## config.mk

```make
export PLATFORM = sky130hd
export DESIGN_NAME = clock_timer
export DESIGN_NICKNAME = d
export VERILOG_FILES = /design/src/rtl/ctmr_pkg.sv /design/src/rtl/ctmr_divider.sv /design/src/rtl/ctmr_irq.sv /design/src/rtl/clock_timer.sv
export SDC_FILE = /design/constraint.sdc
export NUM_CORES = 1
export LEC_CHECK = 0
export ABC_AREA = 1
export BUFFER_PORTS_ARGS = -buffer_cell sky130_fd_sc_hd__buf_2
export CORE_MARGIN = 1
export CORE_UTILIZATION = 60
export CTS_CLUSTER_DIAMETER = 60
export CTS_CLUSTER_SIZE = 40
export DETAILED_ROUTE_END_ITERATION = 16
export GPL_ROUTABILITY_DRIVEN = 0
export PLACE_DENSITY = 0.88
export RECOVER_POWER = 100
export SETUP_SLACK_MARGIN = 0.2
export SLEW_MARGIN = 20
export SYNTH_ARGS = -nofsm -noshare
export SYNTH_HDL_FRONTEND = slang
export SYNTH_SLANG_ARGS = --single-unit
```

## constraint.sdc

```tcl
create_clock -name clk -period 3.2 [get_ports clk]
set_clock_uncertainty 0.15 [all_clocks]
set_input_delay 0.16 -clock clk [delete_from_list [all_inputs] [get_ports clk]]
set_output_delay 0.16 -clock clk [all_outputs]
set_load 0.02 [all_outputs]
```

## src/rtl/ctmr_pkg.sv

```systemverilog
package ctmr_pkg;
    localparam int NIBBLE = 4;
    localparam int ADDR_W = 2;
    localparam int IRQ_N  = 3;
    localparam int DIV_W  = 15;
    localparam int NTAP   = 2 * NIBBLE;

    localparam logic [ADDR_W-1:0] A_TAP_LO = 2'd0;
    localparam logic [ADDR_W-1:0] A_TAP_HI = 2'd1;
    localparam logic [ADDR_W-1:0] A_CTRL   = 2'd2;
    localparam logic [ADDR_W-1:0] A_FLAG   = 2'd3;

    // Tap index (within the readable taps) that feeds interrupt source i:
    // 0 -> 32 Hz, 1 -> 8 Hz, 2 -> 2 Hz
    function automatic int irq_tap(input int i);
        return 2 + 2 * i;
    endfunction
endpackage

```

## src/rtl/ctmr_divider.sv

```systemverilog
module ctmr_divider #(
    parameter int DIV_W = ctmr_pkg::DIV_W,
    parameter int NTAP  = ctmr_pkg::NTAP,
    parameter int N     = ctmr_pkg::IRQ_N
) (
    input  logic            clk,
    input  logic            rst_n,
    input  logic            run,
    input  logic            src_tick,
    output logic [NTAP-1:0] taps,
    output logic [N-1:0]    fall_ev
);
    localparam int LOW = DIV_W - NTAP;

    typedef struct packed {
        logic [DIV_W-1:0] cnt;
    } div_state_t;

    div_state_t div_d, div_q;

    always_comb begin
        div_d = div_q;
        if (!run) begin
            div_d.cnt = '0;
        end else if (src_tick) begin
            div_d.cnt = div_q.cnt + 1'b1;
        end
    end

    always_ff @(posedge clk) begin
        if (!rst_n) begin
            div_q <= '0;
        end else begin
            div_q <= div_d;
        end
    end

    assign taps = div_q.cnt[DIV_W-1 -: NTAP];

    // A tap falls on the increment that carries out of all bits at and below it
    for (genvar i = 0; i < N; i++) begin : g_fall
        localparam int POS = LOW + ctmr_pkg::irq_tap(i);
        assign fall_ev[i] = run && src_tick && (&div_q.cnt[POS:0]);
    end
endmodule

```

## src/rtl/ctmr_irq.sv

```systemverilog
module ctmr_irq #(
    parameter int N = ctmr_pkg::IRQ_N
) (
    input  logic         clk,
    input  logic         rst_n,
    input  logic [N-1:0] fall_ev,
    input  logic         rd_clr,
    input  logic         mask_we,
    input  logic [N-1:0] mask_in,
    output logic [N-1:0] flags,
    output logic [N-1:0] mask,
    output logic         irq
);
    typedef struct packed {
        logic [N-1:0] flag;
        logic [N-1:0] mask;
    } irq_state_t;

    irq_state_t irq_d, irq_q;

    always_comb begin
        irq_d = irq_q;
        if (rd_clr) begin
            irq_d.flag = '0;
        end
        // set has priority over the clear so no event is lost
        irq_d.flag = irq_d.flag | fall_ev;
        if (mask_we) begin
            irq_d.mask = mask_in;
        end
    end

    always_ff @(posedge clk) begin
        if (!rst_n) begin
            irq_q <= '0;
        end else begin
            irq_q <= irq_d;
        end
    end

    assign flags = irq_q.flag;
    assign mask  = irq_q.mask;
    assign irq   = |(irq_q.flag & irq_q.mask);
endmodule

```

## src/rtl/clock_timer.sv

```systemverilog
module clock_timer
    import ctmr_pkg::*;
#(
    parameter int DW = DIV_W
) (
    input  logic              clk,
    input  logic              rst_n,
    input  logic              src_tick,
    input  logic [ADDR_W-1:0] bus_addr,
    input  logic              bus_wr,
    input  logic              bus_rd,
    input  logic [NIBBLE-1:0] bus_wdata,
    output logic [NIBBLE-1:0] bus_rdata,
    output logic              irq
);
    typedef struct packed {
        logic run;
    } top_state_t;

    top_state_t top_d, top_q;

    logic [NTAP-1:0]  tap_vec;
    logic [IRQ_N-1:0] ev_vec;
    logic [IRQ_N-1:0] flag_vec;
    logic [IRQ_N-1:0] mask_vec;
    logic             ctrl_we;
    logic             rd_clr;

    assign ctrl_we = bus_wr && (bus_addr == A_CTRL);
    assign rd_clr  = bus_rd && (bus_addr == A_FLAG);

    always_comb begin
        top_d = top_q;
        if (ctrl_we) begin
            top_d.run = bus_wdata[NIBBLE-1];
        end
    end

    always_ff @(posedge clk) begin
        if (!rst_n) begin
            top_q <= '0;
        end else begin
            top_q <= top_d;
        end
    end

    ctmr_divider #(
        .DIV_W(DW),
        .NTAP (NTAP),
        .N    (IRQ_N)
    ) u_div (
        .clk     (clk),
        .rst_n   (rst_n),
        .run     (top_q.run),
        .src_tick(src_tick),
        .taps    (tap_vec),
        .fall_ev (ev_vec)
    );

    ctmr_irq #(
        .N(IRQ_N)
    ) u_irq (
        .clk    (clk),
        .rst_n  (rst_n),
        .fall_ev(ev_vec),
        .rd_clr (rd_clr),
        .mask_we(ctrl_we),
        .mask_in(bus_wdata[IRQ_N-1:0]),
        .flags  (flag_vec),
        .mask   (mask_vec),
        .irq    (irq)
    );

    always_comb begin
        bus_rdata = '0;
        if (bus_rd) begin
            unique case (bus_addr)
                A_TAP_LO: bus_rdata = tap_vec[NIBBLE-1:0];
                A_TAP_HI: bus_rdata = tap_vec[NTAP-1:NIBBLE];
                A_CTRL:   bus_rdata = {top_q.run, mask_vec};
                default:  bus_rdata = {{(NIBBLE-IRQ_N){1'b0}}, flag_vec};
            endcase
        end
    end
endmodule

```

**After elaboration in Yosys (flattened, before gate mapping)**

Index checks and enable logic that the tools add are counted.

- Output and inout bits: 5
- Bits in registers: 22
- Word-level logic and storage cells: 25
- Input bits: 11

- Reductions and logical operators: 12
- Bitwise operators: 2
- Mux-type cells: 3
- Add/subtract/negate cells: 1
- Equal/unequal tests: 3

Operator list:

| kind | count |
|---|---|
| 15-bit by 1-bit adder with 15-bit output, second input constant | 1 |
| 14-bit AND reduction | 1 |
| 4-bit case mux with 3 select lines | 1 |
| 12-bit AND reduction | 1 |
| 10-bit AND reduction | 1 |
| 1-bit logical AND | 6 |
| 2-bit equality test, second input constant | 2 |
| 4-bit 2-to-1 mux | 1 |
| 3-bit AND | 1 |
| 3-bit 2-to-1 mux | 1 |
| 3-bit OR | 1 |
| 3-bit OR reduction | 1 |
| 2-bit by 1-bit equality test with 1-bit output, second input constant | 1 |
| 2-bit logical NOT | 1 |
| 2-bit AND reduction | 1 |

**Logic depth before layout (Yosys ltp)**

- Depth in word-level cells: 4
- Mapped depth: 8
- Gate-level depth less buffers: 8

**Cells and area by module**

A second synthesis with hierarchy kept.

- Cell total of the unflattened synthesis: 197
- Area total of the unflattened synthesis: 1278.7 µm²

Modules (own cells, without submodules):

| module | sequential area each (µm²) | instances | area an instance (µm²) | cells each |
|---|---|---|---|---|
| ctmr_divider | 300.3 | 1 | 837.1 | 121 |
| ctmr_irq | 120.1 | 1 | 222.7 | 31 |
| clock_timer | 20.0 | 1 | 219.0 | 45 |

**Worst setup path after synthesis**

OpenSTA, ideal clock, no wires.

- Kind: register -> register
- Start: register u_div.div_q[0] in the netlist's numbering
- End: register u_div.div_q[14] in the netlist's numbering
- Cell stages (with the launch flop): 9
- Data arrival time: 1103 ps
- Library setup time: 114 ps
- Setup slack: 1833 ps
- Period minus slack after synthesis: 1367 ps
- Path buffers: 0
- Required time: 2936 ps
- Path through: dfxtp_1 -> ha_1 -> nand3_4 -> nor2_8 -> nand2_2 -> nor2_2 -> nand2_1 -> nand2_1 -> nor2_2

- Word-level cells in the longest chain between the ends: 1

Ends and longest elaborated chain:

| what | line | RTL |
|---|---|---|
| start: declaration | ctmr_divider.sv:19 | `div_state_t div_d, div_q;` |
| start signal: assignment | ctmr_divider.sv:34 | `div_q <= div_d;` |
| 15-bit by 1-bit adder with 15-bit output | ctmr_divider.sv:26 | `div_d.cnt = div_q.cnt + 1'b1;` |

Every way passes these cells.
A chain may end at the register's enable or synchronous reset.

==> results_tabular.tex <==
\begin{tabular}{lr}
\hline
Metric & Value \\
\hline
\multicolumn{2}{l}{\textbf{Status}} \\
Outcome & completed \\
\multicolumn{2}{l}{\textbf{Synth}} \\
Syn nets & approximately 190 \\
Cell types with the largest area share after synthesis & sky130\_fd\_sc\_hd\_\_dfxtp\_1, sky130\_fd\_sc\_hd\_\_nand2\_1, sky130\_fd\_sc\_hd\_\_inv\_1, sky130\_fd\_sc\_hd\_\_nor2\_4, sky130\_fd\_sc\_hd\_\_a21oi\_1 \\
Leading area contributor after synthesis & sky130\_fd\_sc\_hd\_\_dfxtp\_1 \\
Summed instance area of the synthesized netlist & between 0.001 and 0.0015 mm² \\
Seq/Total Area, Yosys & between 30\% and 40\% \\
Post-synthesis instance total & between 150 and 200 \\
Share of the synthesized area in the top cell type & 35.02\% \\
Flop and latch count out of synthesis & 22 \\
Total number of yosys warnings & 0 \\
Average size of a mapped cell & roughly 7 µm² \\
Number of distinct library cells after synthesis & 29 \\
\multicolumn{2}{l}{\textbf{Setup path}} \\
Worst setup path category & in -> reg \\
FF-to-FF End & u\_div.div\_q[12] \\
Reg2Reg Depth & 6 \\
Launching point of the worst reg2reg path & u\_div.div\_q[0] \\
Crit path capture type & flip-flop \\
CP Data Arrival Time & approximately 1.9 ns \\
Largest fanout on the critical path & 8 \\
Nature of the critical path startpoint & primary input \\
Register-to-Register Setup Slack & about 1.4 ns \\
Critical path required time & about 3.3 ns \\
\multicolumn{2}{l}{\textbf{Place}} \\
Detail Placement HPWL & $\sim$2100 µm \\
Post-place setup slack & $\sim$1.7 ns \\
Port buffer count & 15 \\
Dpl cell area & approximately 0.0014 mm² \\
\multicolumn{2}{l}{\textbf{STA}} \\
Share of the clock period used by the worst path & 57.48\% \\
Highest Clock Rate & between 500 and 600 MHz \\
Count of endpoints failing setup in the final report & 0 \\
Minimum hold slack & 0.005897 ns \\
Setup\_tns & 0 ns \\
Final setup margin & around 1.4 ns \\
Time the worst path needs with I/O delays and setup & 1.839 ns \\
Setup repair after global routing missed its margin & false \\
Hold violation total from the final report & 0 \\
Number of max-slew violations in the final report & 0 \\
Actual transition at the worst max-transition pin & 0.5536 ns \\
Max-slew headroom at the worst pin & 62.96\% \\
\multicolumn{2}{l}{\textbf{Clocking}} \\
Clock tree from TritonCTS & yes \\
Number of buffers created by CTS & 3 \\
Clock input transition at the sequential cells of the worst setup and hold paths & around 0.13 ns \\
Num Clock Sinks & 22 \\
Resized cells post-CTS & 0 \\
Clock insertion delay at the later pin of the skew report & around 0.32 ns \\
Clock buffer depth & 2 \\
Clock tree root buffer cell & sky130\_fd\_sc\_hd\_\_clkbuf\_4 \\
Total setup buffers inserted after CTS & 0 \\
Clock H-tree levels & 1 \\
\multicolumn{2}{l}{\textbf{GRT}} \\
Initial antenna violation count & 0 \\
Global routing usage summed across all routing layers & between 20 and 30\% \\
First-pass GRT wire length & between 4000 and 5000 µm \\
Pin count of the biggest net entering global routing & 14 \\
Via count of the first global-routing pass & roughly 1100 \\
GR Overflow Total & 0 \\
\multicolumn{2}{l}{\textbf{Route}} \\
Met2 WL post-DR & around 1600 µm \\
Drt pass-1 iters & 4 \\
Wirelength, routed & about 3000 µm \\
Met1 WL & 1208 µm \\
Via-per-instance ratio & roughly 5.3 \\
Highest metal used & met4 \\
Via count & between 1000 and 1500 \\
Iter 0 DRT Violations & 32 \\
Routed Antenna Nets & 0 \\
Remaining routing DRC violations & 0 \\
Length of routed met3 wiring & about 110 µm \\
Avg WL per Cell & between 10 and 15 µm \\
\multicolumn{2}{l}{\textbf{Final layout}} \\
Antenna diode instance count & 0 \\
Net total in the final layout & roughly 220 \\
Synth-to-layout area growth & 12.64\% \\
Post-Layout Inst Area & between 0.001 and 0.0015 mm² \\
Ratio of cells with drive above 1 in the final layout & between 10\% and 20\% \\
\multicolumn{2}{l}{\textbf{Hold path}} \\
Worst hold stages & 3 \\
Worst Hold Launch & bus\_wr \\
Path category of the worst min-delay check & in -> reg \\
Hold Crit Endpoint & top\_q \\
\multicolumn{2}{l}{\textbf{Die}} \\
Initial standard-cell utilization of the core & 64.09\% \\
Placement row count & 16 \\
Area of the placeable core & slightly below 0.002 mm² \\
Die footprint & around 0.0023 mm² \\
Number of primary I/O pins & 16 \\
Die width & 47.78 µm \\
Height of the chip & $\sim$48 µm \\
\multicolumn{2}{l}{\textbf{Power and ir drop}} \\
Overall power consumption & roughly 0.00053 W \\
Power Dens Cells & 374.8 mW/mm² \\
P\_leak & $\sim$0.5 nW \\
IR Drop Worst-Case VDD & approximately 0.28 mV \\
\multicolumn{2}{l}{\textbf{Flow run}} \\
Max Cap Viol & 0 \\
\hline
\end{tabular}
[worst max-delay path by stage]
stage	from	to	slack, ns
after detailed placement	u_div.div_q[0]	u_div.div_q[14]	1.72
after floorplan	u_div.div_q[0]	u_div.div_q[14]	1.83
after CTS	u_div.div_q[7]	bus_rdata[0]	1.61
after global routing	src_tick	u_div.div_q[12]	1.19
final	src_tick	u_div.div_q[12]	1.36
after global placement	u_div.div_q[0]	u_div.div_q[14]	1.80
[what timing repair did]
action | 4_1_cts | 5_1_grt
setup endpoints to repair | 0 | 0
endpoints found under the hold margin | 5 | 0
hold buffers | 8 | 0
[area by class of cell]
cell class,count,area (µm²)
clock inverters,1,30.03
well taps,27,33.78
fillers,170,545.5
clock buffers,3,22.52
repair buffers,23,146.4
inverters,23,86.33
flip-flops and latches,22,440.4
multi-input cells,133,656.9
[report_power, final]
part	switching [W]	internal, W
logic	0.0000189	0.0000139
registers	0.00000179	0.000276
clock network	0.0000936	0.000127
total	0.000114	0.000416
[cell families (layout without fill, tap and decap cells)]
family          after synthesis  in the layout  share of synthesized area, %
simple gates                107            107                         44.08
compound gates               23             23                         10.65
fa+ha+maj                     1              1                        0.9949
xor+xnor                      2              2                         1.393
buf+inv                      25             50                         7.860
flops                        22             22                         35.02
[per-layer routing]
metal | global-route usage [%] | vias to the layer above
li1 | - | 623
met1 | 28.34 | 559
met2 | 55.95 | 36
met3 | 6.038 | 13
met4 | 15.00 | 0
met5 | 0 | -
[cell usage in the layout, fill, tap and decap left out]
cell	instances
sky130_fd_sc_hd__ha_1	1
sky130_fd_sc_hd__o21ai_1	1
sky130_fd_sc_hd__dlygate4sd3_1	8
sky130_fd_sc_hd__clkbuf_1	7
sky130_fd_sc_hd__inv_1	22
sky130_fd_sc_hd__a21oi_1	13
sky130_fd_sc_hd__nand3b_1	1
sky130_fd_sc_hd__bufinv_16	1
sky130_fd_sc_hd__xor2_1	1
sky130_fd_sc_hd__clkbuf_4	3
sky130_fd_sc_hd__nand2_2	9
sky130_fd_sc_hd__nor2_1	24
sky130_fd_sc_hd__and3_1	1
sky130_fd_sc_hd__nand3_1	15
sky130_fd_sc_hd__nor2_4	4
sky130_fd_sc_hd__a21oi_2	1
sky130_fd_sc_hd__nor3_1	3
sky130_fd_sc_hd__a41oi_1	1
sky130_fd_sc_hd__buf_2	8
sky130_fd_sc_hd__o21ai_0	4
sky130_fd_sc_hd__o21bai_2	1
sky130_fd_sc_hd__dfxtp_1	22
sky130_fd_sc_hd__o211ai_1	1
sky130_fd_sc_hd__nor2_2	1
sky130_fd_sc_hd__nand2_1	46
sky130_fd_sc_hd__nand4_1	3
sky130_fd_sc_hd__xnor2_1	1
sky130_fd_sc_hd__clkinv_1	1
sky130_fd_sc_hd__o31ai_1	1
[metrics by stage]
step                std cells  util, %
global route              232    72.19
global placement          220    69.01
floorplan                 180        -
detailed placement        220    69.01
finish                    232    72.19
CTS                       232    75.77
[worst max-delay path, stage by stage]
cell and delay (ns):
sky130_fd_sc_hd__dlygate4sd3_1 0.53, sky130_fd_sc_hd__clkbuf_1 0.26, sky130_fd_sc_hd__nand3_1 0.19, sky130_fd_sc_hd__nor2_1 0.34, sky130_fd_sc_hd__nand3_1 0.19, sky130_fd_sc_hd__o21ai_0 0.19
sky130_fd_sc_hd__nor2_1 0.05
[Yosys cell counts, drive strengths merged]
cell type and n:
nand4 3, a41oi 1, nor2 29, nand3 15
and3 1, ha 1, clkinv 1, o211ai 1
xor2 1, clkbuf 1, nand2 55, o31ai 1
buf 1, o21bai 1, xnor2 1, nor3 3
a21oi 14, dfxtp 22, o21ai 5, inv 22
nand3b 1
[registers in the layout (all words and copies together) (netlist names)]
signal       flops
top_q            1
u_div.div_q     15
u_irq.flags      3
u_irq.mask       3
Power figures use the tool's default switching activity.
